### src/rtl/evt_csr_pkg.sv
// Package evt_csr_pkg
// Shared types for the event status register: the kind of access that an
// address selects, and the per-bit update rule for one access kind.
package evt_csr_pkg;

    typedef enum logic [1:0] {
        OP_PLAIN = 2'd0,
        OP_SET   = 2'd1,
        OP_CLR   = 2'd2,
        OP_NONE  = 2'd3
    } csr_op_e;

    // Next value of one stored bit under a write of the given kind.
    function automatic logic apply_op(csr_op_e op, logic cur, logic wbit);
        logic r;
        case (op)
            OP_PLAIN: r = wbit;
            OP_SET:   r = cur | wbit;
            OP_CLR:   r = cur & ~wbit;
            default:  r = cur;
        endcase
        return r;
    endfunction

endpackage

### src/rtl/evt_csr_decode.sv
// Module evt_csr_decode
// Maps the byte address to an access kind (plain, set, clear, none), tells
// whether the current cycle carries a valid write, and flags a soft-reset
// request. Assumes word-aligned accesses: an address with nonzero low bits
// decodes to none, as do word indexes above 2.
module evt_csr_decode
    import evt_csr_pkg::*;
#(
    parameter int ADDR_W = 4
) (
    input  logic [ADDR_W-1:0] bus_addr,
    input  logic              bus_we,
    input  logic              srst_bit,
    output csr_op_e           op,
    output logic              wr_valid,
    output logic              srst_req
);

    localparam int WIDX_W = ADDR_W - 2;

    logic [WIDX_W-1:0] word_idx;
    assign word_idx = bus_addr[ADDR_W-1:2];

    // Select the alias from the word index; misaligned or unmapped is none.
    always_comb begin
        op = OP_NONE;
        if (bus_addr[1:0] == 2'b00) begin
            if (word_idx == WIDX_W'(0))      op = OP_PLAIN;
            else if (word_idx == WIDX_W'(1)) op = OP_SET;
            else if (word_idx == WIDX_W'(2)) op = OP_CLR;
        end
    end

    // Qualify the write strobe and pick out soft-reset writes.
    always_comb begin
        wr_valid = bus_we && (op != OP_NONE);
        srst_req = wr_valid && srst_bit && (op == OP_PLAIN || op == OP_SET);
    end

endmodule

### src/rtl/evt_csr_bank.sv
// Module evt_csr_bank
// A row of W stored bits updated through plain, set or clear writes. Each
// bit may also be forced to 1 by an event input, which overrides a write in
// the same cycle. A soft reset overrides both. Bits that take no events are
// fed an all-zero event vector.
module evt_csr_bank
    import evt_csr_pkg::*;
#(
    parameter int W = 8
) (
    input  logic         clk,
    input  logic         rst_n,
    input  logic         srst,
    input  logic         wr_valid,
    input  csr_op_e      op,
    input  logic [W-1:0] wbits,
    input  logic [W-1:0] evt,
    output logic [W-1:0] q
);

    logic [W-1:0] nxt;

    // Per-bit next value: write effect first, then the event forces a 1.
    for (genvar i = 0; i < W; i++) begin : g_bit
        assign nxt[i] = (wr_valid ? apply_op(op, q[i], wbits[i]) : q[i]) | evt[i];
    end

    // Storage with synchronous reset and soft reset.
    always_ff @(posedge clk) begin
        if (!rst_n || srst) q <= '0;
        else                q <= nxt;
    end

endmodule

### src/rtl/evt_csr_irq.sv
// Module evt_csr_irq
// Registers the OR of all flag/enable pairs into a single interrupt line.
// Assumes the flags and the enables are bit-aligned vectors of equal width.
module evt_csr_irq #(
    parameter int W = 8
) (
    input  logic         clk,
    input  logic         rst_n,
    input  logic [W-1:0] flag,
    input  logic [W-1:0] en,
    output logic         irq
);

    // One register stage from the stored state to the output.
    always_ff @(posedge clk) begin
        if (!rst_n) irq <= 1'b0;
        else        irq <= |(flag & en);
    end

endmodule

### src/rtl/evt_status_csr.sv
// Module evt_status_csr
// Event status word with plain, set and clear aliases. The flags sit at
// bits NUM_EVT-1:0, the enables at EN_LSB and up, and bit SRST_BIT is a
// self-clearing soft reset. Reads return the word for every alias and 0
// elsewhere. Assumes NUM_EVT <= EN_LSB, EN_LSB + NUM_EVT <= SRST_BIT,
// SRST_BIT < DATA_W and ADDR_W >= 4.
module evt_status_csr
    import evt_csr_pkg::*;
#(
    parameter int NUM_EVT  = 8,
    parameter int EN_LSB   = 8,
    parameter int SRST_BIT = 31,
    parameter int ADDR_W   = 4,
    parameter int DATA_W   = 32
) (
    input  logic               clk,
    input  logic               rst_n,
    input  logic [NUM_EVT-1:0] evt_pulse,
    input  logic [ADDR_W-1:0]  bus_addr,
    input  logic               bus_we,
    input  logic [DATA_W-1:0]  bus_wdata,
    output logic [DATA_W-1:0]  bus_rdata,
    output logic               irq
);

    csr_op_e            op;
    logic               wr_valid;
    logic               srst_req;
    logic [NUM_EVT-1:0] flag_q;
    logic [NUM_EVT-1:0] en_q;
    logic               unused_wdata;

    // Only some write-data bits are stored; fold the rest away.
    assign unused_wdata = ^bus_wdata;

    evt_csr_decode #(
        .ADDR_W (ADDR_W)
    ) u_decode (
        .bus_addr (bus_addr),
        .bus_we   (bus_we),
        .srst_bit (bus_wdata[SRST_BIT]),
        .op       (op),
        .wr_valid (wr_valid),
        .srst_req (srst_req)
    );

    evt_csr_bank #(
        .W (NUM_EVT)
    ) u_flags (
        .clk      (clk),
        .rst_n    (rst_n),
        .srst     (srst_req),
        .wr_valid (wr_valid),
        .op       (op),
        .wbits    (bus_wdata[NUM_EVT-1:0]),
        .evt      (evt_pulse),
        .q        (flag_q)
    );

    evt_csr_bank #(
        .W (NUM_EVT)
    ) u_enables (
        .clk      (clk),
        .rst_n    (rst_n),
        .srst     (srst_req),
        .wr_valid (wr_valid),
        .op       (op),
        .wbits    (bus_wdata[EN_LSB +: NUM_EVT]),
        .evt      ('0),
        .q        (en_q)
    );

    evt_csr_irq #(
        .W (NUM_EVT)
    ) u_irq (
        .clk   (clk),
        .rst_n (rst_n),
        .flag  (flag_q),
        .en    (en_q),
        .irq   (irq)
    );

    // Read mux: the word for any alias, zero for unmapped addresses.
    always_comb begin
        bus_rdata = '0;
        if (op != OP_NONE) begin
            bus_rdata[NUM_EVT-1:0]      = flag_q;
            bus_rdata[EN_LSB +: NUM_EVT] = en_q;
        end
    end

endmodule

### config.mk
export PLATFORM = sky130hd
export DESIGN_NAME = evt_status_csr
export DESIGN_NICKNAME = d
export VERILOG_FILES = /design/src/rtl/evt_csr_pkg.sv /design/src/rtl/evt_csr_decode.sv /design/src/rtl/evt_csr_bank.sv /design/src/rtl/evt_csr_irq.sv /design/src/rtl/evt_status_csr.sv
export SDC_FILE = /design/constraint.sdc
export NUM_CORES = 1
export LEC_CHECK = 0
export BUFFER_PORTS_ARGS = -buffer_cell sky130_fd_sc_hd__clkbuf_2
export CAP_MARGIN = 20
export CORE_MARGIN = 10
export CORE_UTILIZATION = 38
export CTS_CLUSTER_DIAMETER = 80
export DETAILED_ROUTE_END_ITERATION = 12
export PLACE_DENSITY = 0.77
export SYNTH_ARGS = -nofsm -noshare
export SYNTH_HDL_FRONTEND = slang
export SYNTH_SLANG_ARGS = --single-unit
export TNS_END_PERCENT = 5
### constraint.sdc
create_clock -name clk -period 2.9 [get_ports clk]
set_input_delay 0.435 -clock clk [delete_from_list [all_inputs] [get_ports clk]]
set_output_delay 0.435 -clock clk [all_outputs]
set_load 0.02 [all_outputs]
==> flow_metrics.py <==
metrics = {
    "outcome": {
        "status": "complete, no violations",
    },
    "power": {
        "p_int_uw": 344.6,
        "pwr-share-comb_pct": 24.9,
        "max-vdd-ir-drop_mv": 0.1290,
        "clockPowerShare_pct": 25.0,
        "seqPwrFrac_pct": 50.1,
        "p_per_area_mw_per_mm2": 354.0,
        "switching_share_pct": 31.38,
        "p_switching_uw": 157.6,
        "leakage_nw": 0.6289,
    },
    "synth": {
        "synth.distinct_cells": 24,
        "synth_top_family_by_area": "compound AO/OA/AOI/OAI gates",
        "synth_adder_area_share_pct": 5.155,
        "synth-compound-area-share_pct": 28.56,
        "yosysWarningCount": 0,
        "avgSynthCellArea_um2": 8.370,
        "synth_xor_area_share_pct": 0,
        "synth_area_mm2": 0.001214,
        "synth_mux_area_share_pct": 0,
        "synth_top_area_share_pct": 28.04,
        "synthTopCellsByArea": "dfxtp_1 (28%), nor2b_1 (17%), buf_4 (11%)",
        "synth_seq_cells": 17,
        "yosys.area.top_type": "dfxtp_1",
        "synth-simple-area-share_pct": 21.24,
        "synthCells": 145,
        "synth_seq_area_share_pct": 28.04,
    },
    "global_route": {
        "grt_usage_pct": 10.35,
        "grt_max_degree": 20,
        "grt_pass1_vias": 1107,
        "grt_overflow": 0,
        "antenna_found_initial": 0,
        "grt_pass1_wl_um": 5188,
    },
    "route": {
        "first_iter_violations": 47,
        "first_pass_iters": 4,
        "post_drt_via_cell_ratio": 4.871,
        "wirelength_um": 3277,
        "vias": 1135,
        "wire_per_inst_um": 14.06,
        "drc": 0,
        "antenna_left": 0,
    },
    "clocking": {
        "cts_setup_buffers": 0,
        "numCtsBuffers": 3,
        "cts_resized": 0,
        "clockBufferDepth": 2,
        "cts.clk_slew.worst_paths_ps": 100,
        "cts_tree": "yes",
        "cts_num_sinks": 17,
        "cts_max_level": 1,
        "insertion_delay_ps": 290,
        "root_buffer": "clkbuf_4",
        "holdBufCountCts": 0,
    },
    "cells_and_area": {
        "flow.area_growth_from_synthesis_pct": 16.91,
        "fin_nets": 242,
        "mostFrequentLayoutCells": "clkbuf_2 (48), nor2b_1 (33), dfxtp_1 (17)",
        "final_common_cell": "clkbuf_2",
        "design_area_mm2": 0.001419,
        "antenna_cells": 0,
        "drive_gt1_share_pct": 30.69,
    },
    "die": {
        "die_w_um": 76.52,
        "die_h_um": 76.52,
        "die_area_mm2": 0.005855,
        "core_mm2": 0.003053,
        "start_util_pct": 39.75,
        "ioPinCount": 80,
        "row_count": 20,
    },
    "sta": {
        "period_minus_slack_ps": 2346,
        "setup_violations": 0,
        "max_freq_mhz": 426.2,
        "hold_violations": 0,
        "rsz0062_at_grt": "no",
        "finalCritPeriodShare_pct": 80.91,
        "final_max_slew_viol_count": 0,
        "finalSetupTns_ps": 0,
        "worstMarginPinSlew_ps": 701.5,
        "maxSlewHeadroom_pct": 53.23,
        "finalClockSkew_ps": 4.181,
    },
    "critical_path": {
        "crit_type": "primary input to output port",
        "end_kind": "output port",
        "cp.required_ps": 2470,
        "worst_ep_arrival_time_ps": 1910,
        "worst-path-max-fanout": 19,
        "cp-start-kind": "primary input",
    },
    "placement": {
        "dp_hpwl_um": 2653,
        "numPortBuffers": 48,
        "gp_congestion": 0.8094,
        "place_area_mm2": 0.001393,
    },
    "flow_run": {
        "max_cap_violations": 0,
    },
    "worst_hold_path": {
        "hp-class": "primary input to flop",
    },
}
cells by family after synthesis:
kind of cell | after synthesis
flip-flops | 17
AO/OA/AOI/OAI | 54
buffers and inverters | 29
other | 1
AND/OR/NAND/NOR | 39
adder cells (fa/ha/maj) | 5
through the flow:
step / hold WS, ps / power [mW] / utilization, % / cells / worst slack, ps
2_1_floorplan: 456.1 / 0.3590 / - / 160 / 744.2
3_3_place_gp: 475.5 / 0.3783 / 45.61 / 229 / 453.7
3_5_place_dp: 489.9 / 0.3809 / 45.61 / 229 / 411.8
4_1_cts: 385.8 / 0.5057 / 46.48 / 233 / 552.0
5_1_grt: 393.4 / 0.5272 / 46.48 / 233 / 408.1
6_report: 395.1 / 0.5022 / 46.48 / 233 / 553.7
path summary, 6_finish.rpt:
check	cells past startpoint	start	slack (ps)	end
setup / recovery	6	bus_addr[1]	550	bus_rdata[15]
hold / removal	3	rst_n	400	u_irq.irq
hold reg to reg	2	u_flags.q[4]	500	u_flags.q[4]
setup reg to reg	2	u_flags.q[7]	2090	u_irq.irq
final cells by class:
type | count | area, um^2
Fill cell | 326 | 1634
Timing Repair Buffer | 50 | 255.2
Inverter | 4 | 15.01
Multi-Input combinational cell | 114 | 726.9
Sequential cell | 17 | 340.3
Clock buffer | 4 | 26.28
Tap cell | 44 | 55.05
Yosys cell counts, drive strengths merged:
master	count
a211oi	8
a21oi	16
a22oi	4
a31o	1
a31oi	8
a41oi	1
buf	21
clkbuf	4
conb	1
dfxtp	17
ha	5
inv	4
nor2b	33
nor3	1
nor3b	1
o21ai	8
o22ai	8
or2	2
or3	1
or3b	1
power by group through the flow:
| stage | combinational (mW) | sequential, mW | clock (mW) |
|---|---|---|---|
| CTS | 0.124 | 0.252 | 0.130 |
| global placement | 0.121 | 0.257 | 0 |
| detailed placement | 0.124 | 0.257 | 0 |
| finish | 0.125 | 0.252 | 0.126 |
| floorplan | 0.105 | 0.254 | 0 |
| global route | 0.139 | 0.253 | 0.136 |
metal layers:
metal  wire length [um]  vias up  share of wire, %  global-route usage, %
met2               1580       45                48                  17.18
met1               1390      517                42                  11.85
li1                   -      571                 -                      -
met4                 27        0              0.82                  4.461
met3                278        2               8.5                  3.302
met5                  0        -                 0                      0
worst max-delay path, cell delays in order:
cell	delay [ps]
clkbuf_2	90
nor3_1	360
inv_1	150
ha_1	470
nor2b_1	220
clkbuf_2	190
flip-flops by register name, summed over array words and instances, names as in the netlist:
register     cells
u_enables.q      8
u_irq.irq        1
u_flags.q        8
Note: power is estimated with default switching activity, not from simulation.
